==> src/rtl/dfa_filter_pkg.sv <==
// Shared types and GF(2^8) helpers for the key-byte filter.
// Assumes the AES field polynomial x^8+x^4+x^3+x+1.
package dfa_filter_pkg;

    typedef enum logic [1:0] {
        FM_FIXED  = 2'd0,
        FM_ONEBIT = 2'd1,
        FM_SET    = 2'd2,
        FM_ANY    = 2'd3
    } fmodel_e;

    // Field multiply, shift-and-add with reduction.
    function automatic logic [7:0] gf_mul(input logic [7:0] a, input logic [7:0] b);
        logic [7:0] acc;
        logic [7:0] aa;
        acc = 8'h00;
        aa  = a;
        for (int i = 0; i < 8; i++) begin
            if (b[i]) acc = acc ^ aa;
            aa = aa[7] ? ((aa << 1) ^ 8'h1b) : (aa << 1);
        end
        return acc;
    endfunction

    // Field inverse as x^254; maps 0 to 0.
    function automatic logic [7:0] gf_inv(input logic [7:0] x);
        logic [7:0] p;
        logic [7:0] r;
        p = x;
        r = 8'h01;
        for (int i = 1; i < 8; i++) begin
            p = gf_mul(p, p);
            r = gf_mul(r, p);
        end
        return r;
    endfunction

    function automatic logic [7:0] rotl8(input logic [7:0] v, input int n);
        return (v << n) | (v >> (8 - n));
    endfunction

endpackage

==> src/rtl/dfa_inv_sbox.sv <==
// Combinational inverse S-box: inverse affine map followed by field inverse.
// Assumes nothing beyond an 8-bit input; no state.
module dfa_inv_sbox
    import dfa_filter_pkg::*;
(
    input  logic [7:0] din,
    output logic [7:0] dout
);
    logic [7:0] pre;

    // Undo the affine transform, then invert in the field.
    always_comb begin
        pre  = rotl8(din, 1) ^ rotl8(din, 3) ^ rotl8(din, 6) ^ 8'h05;
        dout = gf_inv(pre);
    end
endmodule

==> src/rtl/dfa_byte_locator.sv <==
// Compares two words byte by byte and reports the differing byte when
// exactly one differs. Byte i is bits 8i+7:8i. Purely combinational.
module dfa_byte_locator #(
    parameter int NBYTES = 16,
    localparam int PW    = $clog2(NBYTES)
) (
    input  logic [NBYTES*8-1:0] word_a,
    input  logic [NBYTES*8-1:0] word_b,
    output logic                single,
    output logic [PW-1:0]       pos
);
    logic [NBYTES-1:0] neq;

    genvar gi;
    generate
        for (gi = 0; gi < NBYTES; gi++) begin : g_cmp
            assign neq[gi] = (word_a[gi*8 +: 8] != word_b[gi*8 +: 8]);
        end
    endgenerate

    // Count differing bytes and pick the highest index that differs.
    always_comb begin
        logic [PW:0] cnt;
        cnt = '0;
        pos = '0;
        for (int i = 0; i < NBYTES; i++) begin
            if (neq[i]) begin
                cnt = cnt + 1'b1;
                pos = PW'(i);
            end
        end
        single = (cnt == 1);
    end
endmodule

==> src/rtl/dfa_fault_model.sv <==
// Decides whether an implied fault value is allowed by the selected model.
// Assumes settings stay stable for the whole sweep (the top latches them).
module dfa_fault_model
    import dfa_filter_pkg::*;
#(
    parameter int SET_N = 4
) (
    input  fmodel_e              model,
    input  logic [7:0]           fault,
    input  logic [7:0]           fixed_val,
    input  logic [SET_N*8-1:0]   set_vals,
    output logic                 accept
);
    logic [SET_N-1:0] hit;

    genvar gi;
    generate
        for (gi = 0; gi < SET_N; gi++) begin : g_set
            assign hit[gi] = (fault == set_vals[gi*8 +: 8]);
        end
    endgenerate

    // Select the acceptance rule.
    always_comb begin
        case (model)
            FM_FIXED:  accept = (fault == fixed_val);
            FM_ONEBIT: accept = ($countones(fault) == 1);
            FM_SET:    accept = |hit;
            default:   accept = 1'b1;
        endcase
    end
endmodule

==> src/rtl/dfa_keybyte_filter.sv <==
// Sweeps all 256 guesses of one last-round key byte for a ciphertext pair,
// one guess per clock, and intersects survivors into a running mask.
// Assumes ct inputs and model settings are valid while start is high;
// they are captured on the start edge and not read again.
module dfa_keybyte_filter
    import dfa_filter_pkg::*;
#(
    parameter int NBYTES = 16,
    parameter int SET_N  = 4,
    localparam int PW     = $clog2(NBYTES),
    localparam int NGUESS = 256,
    localparam int CW     = $clog2(NGUESS) + 1
) (
    input  logic                 clk,
    input  logic                 rst_n,
    input  logic                 clear,
    input  logic                 start,
    input  logic [NBYTES*8-1:0]  ct_good,
    input  logic [NBYTES*8-1:0]  ct_bad,
    input  logic [1:0]           model,
    input  logic [7:0]           fixed_fault,
    input  logic [SET_N*8-1:0]   allowed_set,
    output logic                 busy,
    output logic                 done,
    output logic                 pair_ok,
    output logic [PW-1:0]        byte_pos,
    output logic [NGUESS-1:0]    pair_mask,
    output logic [NGUESS-1:0]    cand_mask,
    output logic [CW-1:0]        cand_count
);
    typedef enum logic {ST_IDLE, ST_SWEEP} state_e;

    state_e             state;
    logic [7:0]         byte_g;
    logic [7:0]         byte_b;
    fmodel_e            model_q;
    logic [7:0]         fixed_q;
    logic [SET_N*8-1:0] set_q;
    logic [7:0]         guess;

    logic               loc_single;
    logic [PW-1:0]      loc_pos;
    logic [7:0]         inv_g;
    logic [7:0]         inv_b;
    logic [7:0]         implied;
    logic               accept;

    dfa_byte_locator #(.NBYTES(NBYTES)) u_loc (
        .word_a (ct_good),
        .word_b (ct_bad),
        .single (loc_single),
        .pos    (loc_pos)
    );

    dfa_inv_sbox u_isb_g (.din(byte_g ^ guess), .dout(inv_g));
    dfa_inv_sbox u_isb_b (.din(byte_b ^ guess), .dout(inv_b));

    // Fault value implied by the current guess.
    assign implied = inv_g ^ inv_b;

    dfa_fault_model #(.SET_N(SET_N)) u_fm (
        .model     (model_q),
        .fault     (implied),
        .fixed_val (fixed_q),
        .set_vals  (set_q),
        .accept    (accept)
    );

    assign busy = (state == ST_SWEEP);

    // Pair capture, guess sweep and running-mask update.
    always_ff @(posedge clk) begin
        if (!rst_n) begin
            state      <= ST_IDLE;
            done       <= 1'b0;
            pair_ok    <= 1'b0;
            byte_pos   <= '0;
            byte_g     <= '0;
            byte_b     <= '0;
            model_q    <= FM_FIXED;
            fixed_q    <= '0;
            set_q      <= '0;
            guess      <= '0;
            pair_mask  <= '0;
            cand_mask  <= '1;
            cand_count <= CW'(NGUESS);
        end else if (clear) begin
            state      <= ST_IDLE;
            done       <= 1'b0;
            cand_mask  <= '1;
            cand_count <= CW'(NGUESS);
        end else begin
            done <= 1'b0;
            case (state)
                ST_IDLE: begin
                    if (start) begin
                        byte_pos  <= loc_pos;
                        pair_ok   <= loc_single;
                        pair_mask <= '0;
                        if (loc_single) begin
                            byte_g     <= ct_good[loc_pos*8 +: 8];
                            byte_b     <= ct_bad[loc_pos*8 +: 8];
                            model_q    <= fmodel_e'(model);
                            fixed_q    <= fixed_fault;
                            set_q      <= allowed_set;
                            guess      <= '0;
                            cand_count <= '0;
                            state      <= ST_SWEEP;
                        end else begin
                            done <= 1'b1;
                        end
                    end
                end
                default: begin
                    pair_mask[guess] <= accept;
                    cand_mask[guess] <= cand_mask[guess] & accept;
                    cand_count       <= cand_count + CW'(accept & cand_mask[guess]);
                    guess            <= guess + 8'd1;
                    if (guess == 8'(NGUESS - 1)) begin
                        state <= ST_IDLE;
                        done  <= 1'b1;
                    end
                end
            endcase
        end
    end

    // done never lasts more than one cycle.
    p_done_pulse_r4: assert property (@(posedge clk) disable iff (!rst_n)
        done |=> !done);

    // A sweep only ends by finishing (done) or by clear.
    p_sweep_ends_r4: assert property (@(posedge clk) disable iff (!rst_n)
        (busy && !clear) |=> (busy || done));

    // Candidates never reappear except through clear.
    p_mask_shrinks_r10: assert property (@(posedge clk) disable iff (!rst_n)
        !clear |=> ((cand_mask & ~$past(cand_mask)) == '0));

    // An invalid pair leaves the running state untouched.
    p_invalid_holds_r3: assert property (@(posedge clk) disable iff (!rst_n)
        (done && !pair_ok) |-> (cand_mask == $past(cand_mask) &&
                                cand_count == $past(cand_count)));

    // The incremental count agrees with the mask at done.
    p_count_r11: assert property (@(posedge clk) disable iff (!rst_n)
        done |-> (32'(cand_count) == $countones(cand_mask)));

    // clear restores the full candidate set and idles.
    p_clear_r12: assert property (@(posedge clk) disable iff (!rst_n)
        clear |=> (cand_mask == '1 && !busy && !done));

    // The captured bytes under test really differ.
    p_bytes_differ_r2: assert property (@(posedge clk) disable iff (!rst_n)
        busy |-> (byte_g != byte_b));
endmodule

==> config.mk <==
export PLATFORM = sky130hd
export DESIGN_NAME = dfa_keybyte_filter
export DESIGN_NICKNAME = d
export VERILOG_FILES = /design/src/rtl/dfa_filter_pkg.sv /design/src/rtl/dfa_inv_sbox.sv /design/src/rtl/dfa_byte_locator.sv /design/src/rtl/dfa_fault_model.sv /design/src/rtl/dfa_keybyte_filter.sv
export SDC_FILE = /design/constraint.sdc
export NUM_CORES = 2
export LEC_CHECK = 0
export ABC_CLOCK_PERIOD_IN_PS = 21800
export BUFFER_PORTS_ARGS = -buffer_cell sky130_fd_sc_hd__buf_2
export CAP_MARGIN = 0
export CORE_MARGIN = 10
export CORE_UTILIZATION = 35
export CTS_CLUSTER_DIAMETER = 150
export CTS_CLUSTER_SIZE = 30
export DETAILED_ROUTE_END_ITERATION = 16
export PLACE_DENSITY = 0.56
export RECOVER_POWER = 50
export SYNTH_ARGS = -nofsm -noshare
export SYNTH_HDL_FRONTEND = slang
export SYNTH_SLANG_ARGS = --single-unit
export TNS_END_PERCENT = 1
==> constraint.sdc <==
create_clock -name clk -period 21.8 [get_ports clk]
set_clock_uncertainty 0.1 [all_clocks]
set_input_delay 0 -clock clk [delete_from_list [all_inputs] [get_ports clk]]
set_output_delay 0 -clock clk [all_outputs]
set_load 0.01 [all_outputs]
* Word level (Yosys, flattened, before mapping) *
Cells that the tools add are included.

storage, ports and cells
  bits of input ports = 302
  logic and storage cells = 936
  output and inout port bits = 528
  bits in registers = 594

cells by class
  bitwise logic cells = 398
  reduce and logical (&&, ||, !) cells = 11
  mux-type cells = 460
  add/subtract/negate cells = 24
  equality and inequality tests = 26
  shift operators = 2
  magnitude comparators = 2

operators with widths
  kind                                                         number
  two-way mux 8 bit                                            213
  XOR 8 bit                                                    189
  two-way mux 5 bit                                            199
  NOT 4 bit                                                    182
  bitwise mux 256 bit                                          2
  two-way mux 256 bit                                          2
  variable part select 128 x 8 -> 8 bit                        2
  inequality test 8 bit                                        16
  adder 32 bit                                                 3
  adder 5 x 1 -> 5 bit (second input constant)                 14
  == test 8 bit                                                5
  two-way mux 4 bit                                            10
  == test 32 x 2 -> 1 bit (second input constant)              1
  two-way mux 9 bit                                            3
  two-way mux 3 bit                                            6
  bitwise OR 8 x 1 -> 8 bit                                    2
  bitwise OR 8 x 3 -> 8 bit                                    2
  bitwise OR 8 x 6 -> 8 bit                                    2
  two-way mux 1 bit                                            14
  two-way mux 7 bit                                            2
  NOT 1 bit (first input constant)                             14
  two-way mux 6 bit                                            2
  adder 9 x 1 -> 9 bit                                         1
  less-than comparator 8 x 9 -> 1 bit (second input constant)  1
  other kinds (23)                                             36

* Longest topological paths before layout *
  depth after elaboration = 141
  depth in mapped cells = 90
  mapped depth without buffers = 80

* Cells and area by module *
A second synthesis with hierarchy kept.

unflattened totals
  cell total of the unflattened synthesis = 7,559
  area, all modules = 61,838.1 sq um

modules (own cells, without submodules)
  module                  times used  area an instance (sq um)  cells an instance  seq. area each (sq um)
  dfa_keybyte_filter      1           26,456.6                  2,769              11,891.4
  dfa_inv_sbox (u_isb_b)  1           16,149.2                  2,167              0.0
  dfa_inv_sbox (u_isb_g)  1           15,462.3                  2,149              0.0
  dfa_byte_locator        1           3,042.9                   384                0.0
  dfa_fault_model         1           726.9                     90                 0.0

* Worst setup path after synthesis *
No wires, ideal clock.

  path type = register to register
  start point = reg guess[5]
  end point = reg cand_count[6]
  library setup time = 0.070 ns
  path slack = 1.636 ns
  buffers on the path = 10
  stages on the path, launching flop included = 83
  period minus slack after synthesis = 20.164 ns
  arrival time = 19.994 ns
  required time = 21.630 ns
  cell sequence = dfxtp_1 > buf_4 > xor2_1 > xnor3_1 > xnor2_1 > inv_1 > clkbuf_1 > buf_1 > ha_1 > clkbuf_1 > xnor3_1 > xnor2_1 > mux2i_1 > o221ai_1 > a21oi_1 > xnor2_1 > a221oi_1 > o22ai_1 > [... 47 more ...] > inv_1 > ha_1 > fa_1 > nor4b_1 > o21ai_0 > o41ai_4 > nand2_1 > o21a_2 > buf_4 > buf_6 > inv_2 > ha_1 > ha_1 > nand3_1 > nor2_1 > nand3_1 > or2_2 > a21oi_1

on the way
  word-level cells in the longest chain between the ends = 137
  elaborated cells on any way between the ends = 803
  those cells by class = 8 x add/sub; 6 x eq/ne; 410 x mux; 378 x bitwise; 1 x reduce/logical

RTL lines
  item                                             line                                                RTL
  start: declaration                               dfa_keybyte_filter.sv:39                            logic [7:0] guess;
  start signal: assignment                         dfa_keybyte_filter.sv:118                           guess <= guess + 8'd1;
  XOR 8 bit, on equally long branches              dfa_keybyte_filter.sv:55, dfa_keybyte_filter.sv:56
  bitwise OR 8 x 3 -> 8 bit                        dfa_filter_pkg.sv:39                                return (v << n) | (v >> (8 - n));
  XOR 8 bit (2 in a row)                           dfa_inv_sbox.sv:13                                  pre = rotl8(din, 1) ^ rotl8(din, 3) ^ rotl8(din, 6) ^ 8'h05;
  NOT 2 bit (no source line)                       --
  two-way mux 8 bit                                dfa_filter_pkg.sv:19                                if (b[i]) acc = acc ^ aa;
  XOR 8 bit                                        dfa_filter_pkg.sv:19
  two-way mux 8 bit                                dfa_filter_pkg.sv:19
  XOR 8 bit                                        dfa_filter_pkg.sv:19
  [... 119 more ...]                               --
  XOR 8 bit                                        dfa_keybyte_filter.sv:59                            assign implied = inv_g ^ inv_b;
  adder 1 x 1 -> 2 bit (not written as such)       dfa_fault_model.sv:27                               FM_ONEBIT: accept = ($countones(fault) == 1);
  adder 32 bit (not written as such) (2 in a row)  dfa_fault_model.sv:27
  == test 32 x 2 -> 1 bit                          dfa_fault_model.sv:27
  case mux 1 bit (3 select lines)                  dfa_fault_model.sv:25                               case (model)
  bitwise AND 1 bit (*)                            dfa_keybyte_filter.sv:117                           cand_count <= cand_count + CW'(accept & cand_mask[guess]);
  adder 9 x 1 -> 9 bit (*)                         dfa_keybyte_filter.sv:117
  two-way mux 9 bit (*)                            dfa_keybyte_filter.sv:94                            case (state)
  end signal: assignment                           dfa_keybyte_filter.sv:86                            cand_count <= CW'(NGUESS);
  end signal: assignment                           dfa_keybyte_filter.sv:91                            cand_count <= CW'(NGUESS);
  end signal: assignment                           dfa_keybyte_filter.sv:117
  end: declaration                                 dfa_keybyte_filter.sv:29                            output logic [CW-1:0] cand_count

Every way passes the cells marked *; elsewhere a longest branch is shown, timed or not. The select of a mux whose other input is x is not followed.
A chain may end at the register's enable or synchronous reset.

* Worst setup path after layout *
  start point = reg guess[6]
  end point = reg cand_count[8]

on the way
  word-level cells in the longest chain between the ends = 136
  elaborated cells on any way between the ends = 801
  those cells by class = 8 x add/sub; 6 x eq/ne; 410 x mux; 376 x bitwise; 1 x reduce/logical

RTL lines
  item                                                           line
  XOR 8 bit, on equally long branches                            dfa_keybyte_filter.sv:55, dfa_keybyte_filter.sv:56
  bitwise OR 8 x 1 -> 8 bit                                      dfa_filter_pkg.sv:39
  XOR 8 bit (2 in a row)                                         dfa_inv_sbox.sv:13
  two-way mux 5 bit / two-way mux 8 bit (equally long branches)  dfa_filter_pkg.sv:20, dfa_filter_pkg.sv:19
  XOR 8 bit                                                      dfa_filter_pkg.sv:19
  two-way mux 8 bit                                              dfa_filter_pkg.sv:19
  XOR 8 bit                                                      dfa_filter_pkg.sv:19
  two-way mux 8 bit                                              dfa_filter_pkg.sv:19
  [... 118 more ...]                                             --
  XOR 8 bit                                                      dfa_keybyte_filter.sv:59
  adder 1 x 1 -> 2 bit (not written as such)                     dfa_fault_model.sv:27
  adder 32 bit (not written as such) (2 in a row)                dfa_fault_model.sv:27
  == test 32 x 2 -> 1 bit                                        dfa_fault_model.sv:27
  case mux 1 bit (3 select lines)                                dfa_fault_model.sv:25
  bitwise AND 1 bit (*)                                          dfa_keybyte_filter.sv:117
  adder 9 x 1 -> 9 bit (*)                                       dfa_keybyte_filter.sv:117
  two-way mux 9 bit (*)                                          dfa_keybyte_filter.sv:94

Marked as above.

==> flow_summary.json <==
{
  "cts-buffers-inserted": 24,
  "ctsHtreeMaxLevel": 1,
  "grt_use_met2_pct": 44.2,
  "crit_type": "register to register",
  "drc_errors": 0,
  "cts_buffer_depth": 3,
  "cts.reportedPaths.clkPinSlew_ns": 0.12,
  "grt_first_pass_wirelength_mm": 409,
  "grt_max_degree": 132,
  "viasPerCell": 5.82,
  "place_ws_ns": -0.363,
  "crit_slowest_cell": "xnor3_1",
  "r2r_cells": 71,
  "cp.arrival_ns": 20.96,
  "mostFrequentLayoutCell": "xnor2_1",
  "postRouteAntennaNets": 0,
  "clk_latency_ns": 0.64,
  "seq_area_sq_um": 11900,
  "path_delay_family": "XOR/XNOR gates",
  "setup_viol": 0,
  "yosysWarnings": 0,
  "tightest_slew_ns": 4.61,
  "vias": 61939,
  "crit_fanout": 24,
  "grt.total_usage_pct": 27.1,
  "routed_wl_mm": 279,
  "hold_path_class": "input pin to register",
  "status": "finished, violations left",
  "min_to": "byte_g[3]",
  "nNetsFinal": 8633,
  "final_cell_mix": "977 x xnor2_1, 864 x nand2_1, 713 x nor2_1",
  "slew_violations": 202,
  "antenna_found_initial": 8,
  "relSlewSlack_pct": -208,
  "hold_start": "ct_good[123]",
  "drive_above_1_share_pct": 13.2,
  "fin_cells": 10637,
  "max_stage_delay_ns": 0.81,
  "drtIter0Drc": 6040,
  "start_kind": "register",
  "dp.cells": 10509,
  "syn_inst": 7676,
  "dpl.hpwl_mm": 211,
  "violations": "capacitance limit, slew limit",
  "die_y_um": 441,
  "start_util_pct": 35.2,
  "yosysUniqueCellTypes": 110,
  "ys.flop_type": "dfxtp_1",
  "syn-num-nets": 8021,
  "io_pins": 830,
  "routedWlPerCell_um": 26.2,
  "cts_tree": "done",
  "synth_edf_count": 0,
  "multi_input_area_sq_um": 48200,
  "hold_violations": 0,
  "num_rows": 154,
  "synth_area_sq_um": 62100,
  "cp_common_cell": "xnor2_1",
  "drv_cap": 4,
  "cts_sinks": 594,
  "required_ns": 22.18,
  "grt_pass1_vias": 58857,
  "grt-ovfl-total": 0,
  "busiest_layer": "met2",
  "place.gp.congestion": 0.949,
  "layout_worst_path_cycle_share_pct": 94.4,
  "cts-root-buf": "clkbuf_16",
  "min_period_ns": 20.58,
  "die-area_sq_um": 195000,
  "hold_depth": 6,
  "synth-async-reset-ratio_pct": 0,
  "io_buffers": 829,
  "die_w_um": 441,
  "use_met3_pct": 4.91,
  "ys_seq_area_share_pct": 19.2,
  "path_buf_inv": 9,
  "fmax_ghz": 0.0486,
  "worstSetupEndpointType": "register",
  "synth-seq-cells": 594,
  "area_growth_pct": 13.5,
  "reg2reg_from": "guess[6]",
  "r2r-end": "cand_count[8]",
  "reg2reg_slack_ns": 1.22,
  "met1_usage_pct": 36.6,
  "core_area_sq_um": 176000,
  "avgSynthCellArea_sq_um": 8.08,
  "fin_ws_ns": 1.22,
  "fill_cells": 18259,
  "dr.pass1.iters": 6
}
[area by class of cell]
cell class	instances	area share, %
repair buffers	1197	9.16
clock buffers	26	0.893
flip-flops and latches	594	16.9
diodes	6	0.0213
clock inverters	3	0.0551
well taps	2340	4.16
multi-input cells	6385	68.3
inverters	86	0.464
[routing by layer]
| metal | part of all wire [%] | vias up |
|---|---|---|
| met4 | 3.5 | 4 |
| met5 | 0.0097 | - |
| met2 | 46 | 2433 |
| met3 | 7.6 | 346 |
| li1 | - | 28573 |
| met1 | 43 | 30583 |
[worst max-delay path by stage]
stage | from | endpoint | slack [ns] | depth (start not counted)
after floorplan | guess[5] | cand_count[6] | 1.64 | 82
after global placement | guess[6] | cand_count[8] | -0.19 | 75
after detailed placement | guess[6] | cand_count[8] | -0.36 | 74
after CTS | guess[7] | cand_count[8] | 0.02 | 75
after global routing | guess[5] | cand_count[8] | -0.03 | 83
final | guess[6] | cand_count[8] | 1.22 | 71
[sequential cells by signal (all words and copies together) (netlist names), 8 cells and up]
name,cells
byte_b,8
cand_count,9
guess,8
fixed_q,8
cand_mask,256
byte_g,8
pair_mask,256
set_q,32
[cells by family (layout without fill, tap and decap cells)]
family                     after synthesis  after routing  synth area share [%]
and+or+nand+nor                       2201           2201                  15.4
AOI/OAI and AO/OA                     2166           2167                  22.1
xor gates and xnor gates              1648           1648                  29.2
buffers and inverters                  698           1312                  4.76
DFF                                    594            594                  19.2
muxes                                  326            326                  8.45
adders and majority gates               43             43                 0.915
other                                    0              6                     0
[worst min-delay path: cells and delay by family]
kind	cells	cell delay, ns
buffers and inverters	1	0.12
AOI/OAI and AO/OA	2	0.26
muxes	2	0.29
and+or+nand+nor	1	0.06
[per-stage QoR]
step	util, %	hold WS (ns)	instance area [sq um]	setup TNS [ns]
after detailed placement	39.1	0.148	69000	-17.49
after global placement	39.1	0.143	69000	-0.417
final	40.0	0.0340	70500	0
after CTS	39.9	0.00221	70400	0
after global routing	40.0	0.0369	70400	-0.0306
after floorplan	-	0.0360	62100	0
[Yosys cell counts (73+ instances only)]
| library cell | number | share of area, % |
|---|---|---|
| a21oi_1 | 559 | 4.5 |
| a31o_1 | 160 | 2.3 |
| buf_1 | 73 | 0.44 |
| clkbuf_1 | 423 | 2.6 |
| dfxtp_1 | 594 | 19 |
| mux2i_1 | 121 | 2.0 |
| mux4_2 | 153 | 5.6 |
| nand2_1 | 867 | 5.2 |
| nand3_1 | 132 | 1.1 |
| nor2_1 | 728 | 4.4 |
| nor3_1 | 126 | 1.0 |
| o211ai_1 | 228 | 2.8 |
| o21ai_0 | 322 | 2.6 |
| o21ai_1 | 377 | 3.0 |
| o311ai_0 | 80 | 1.1 |
| xnor2_1 | 1035 | 15 |
| xnor3_1 | 176 | 6.4 |
| xor2_1 | 326 | 4.6 |
[what timing repair did]
item,in CTS,in global routing
gates cloned,1,0
hold buffers,63,0
endpoints found under the hold margin,71,0
setup buffers,3,26
gates resized for setup,8,91
endpoints found under the setup margin,147,521
pin swaps,1,10
Power is not shown: default switching activity piles up to over one toggle a cycle in this logic, so the estimate is an artifact.
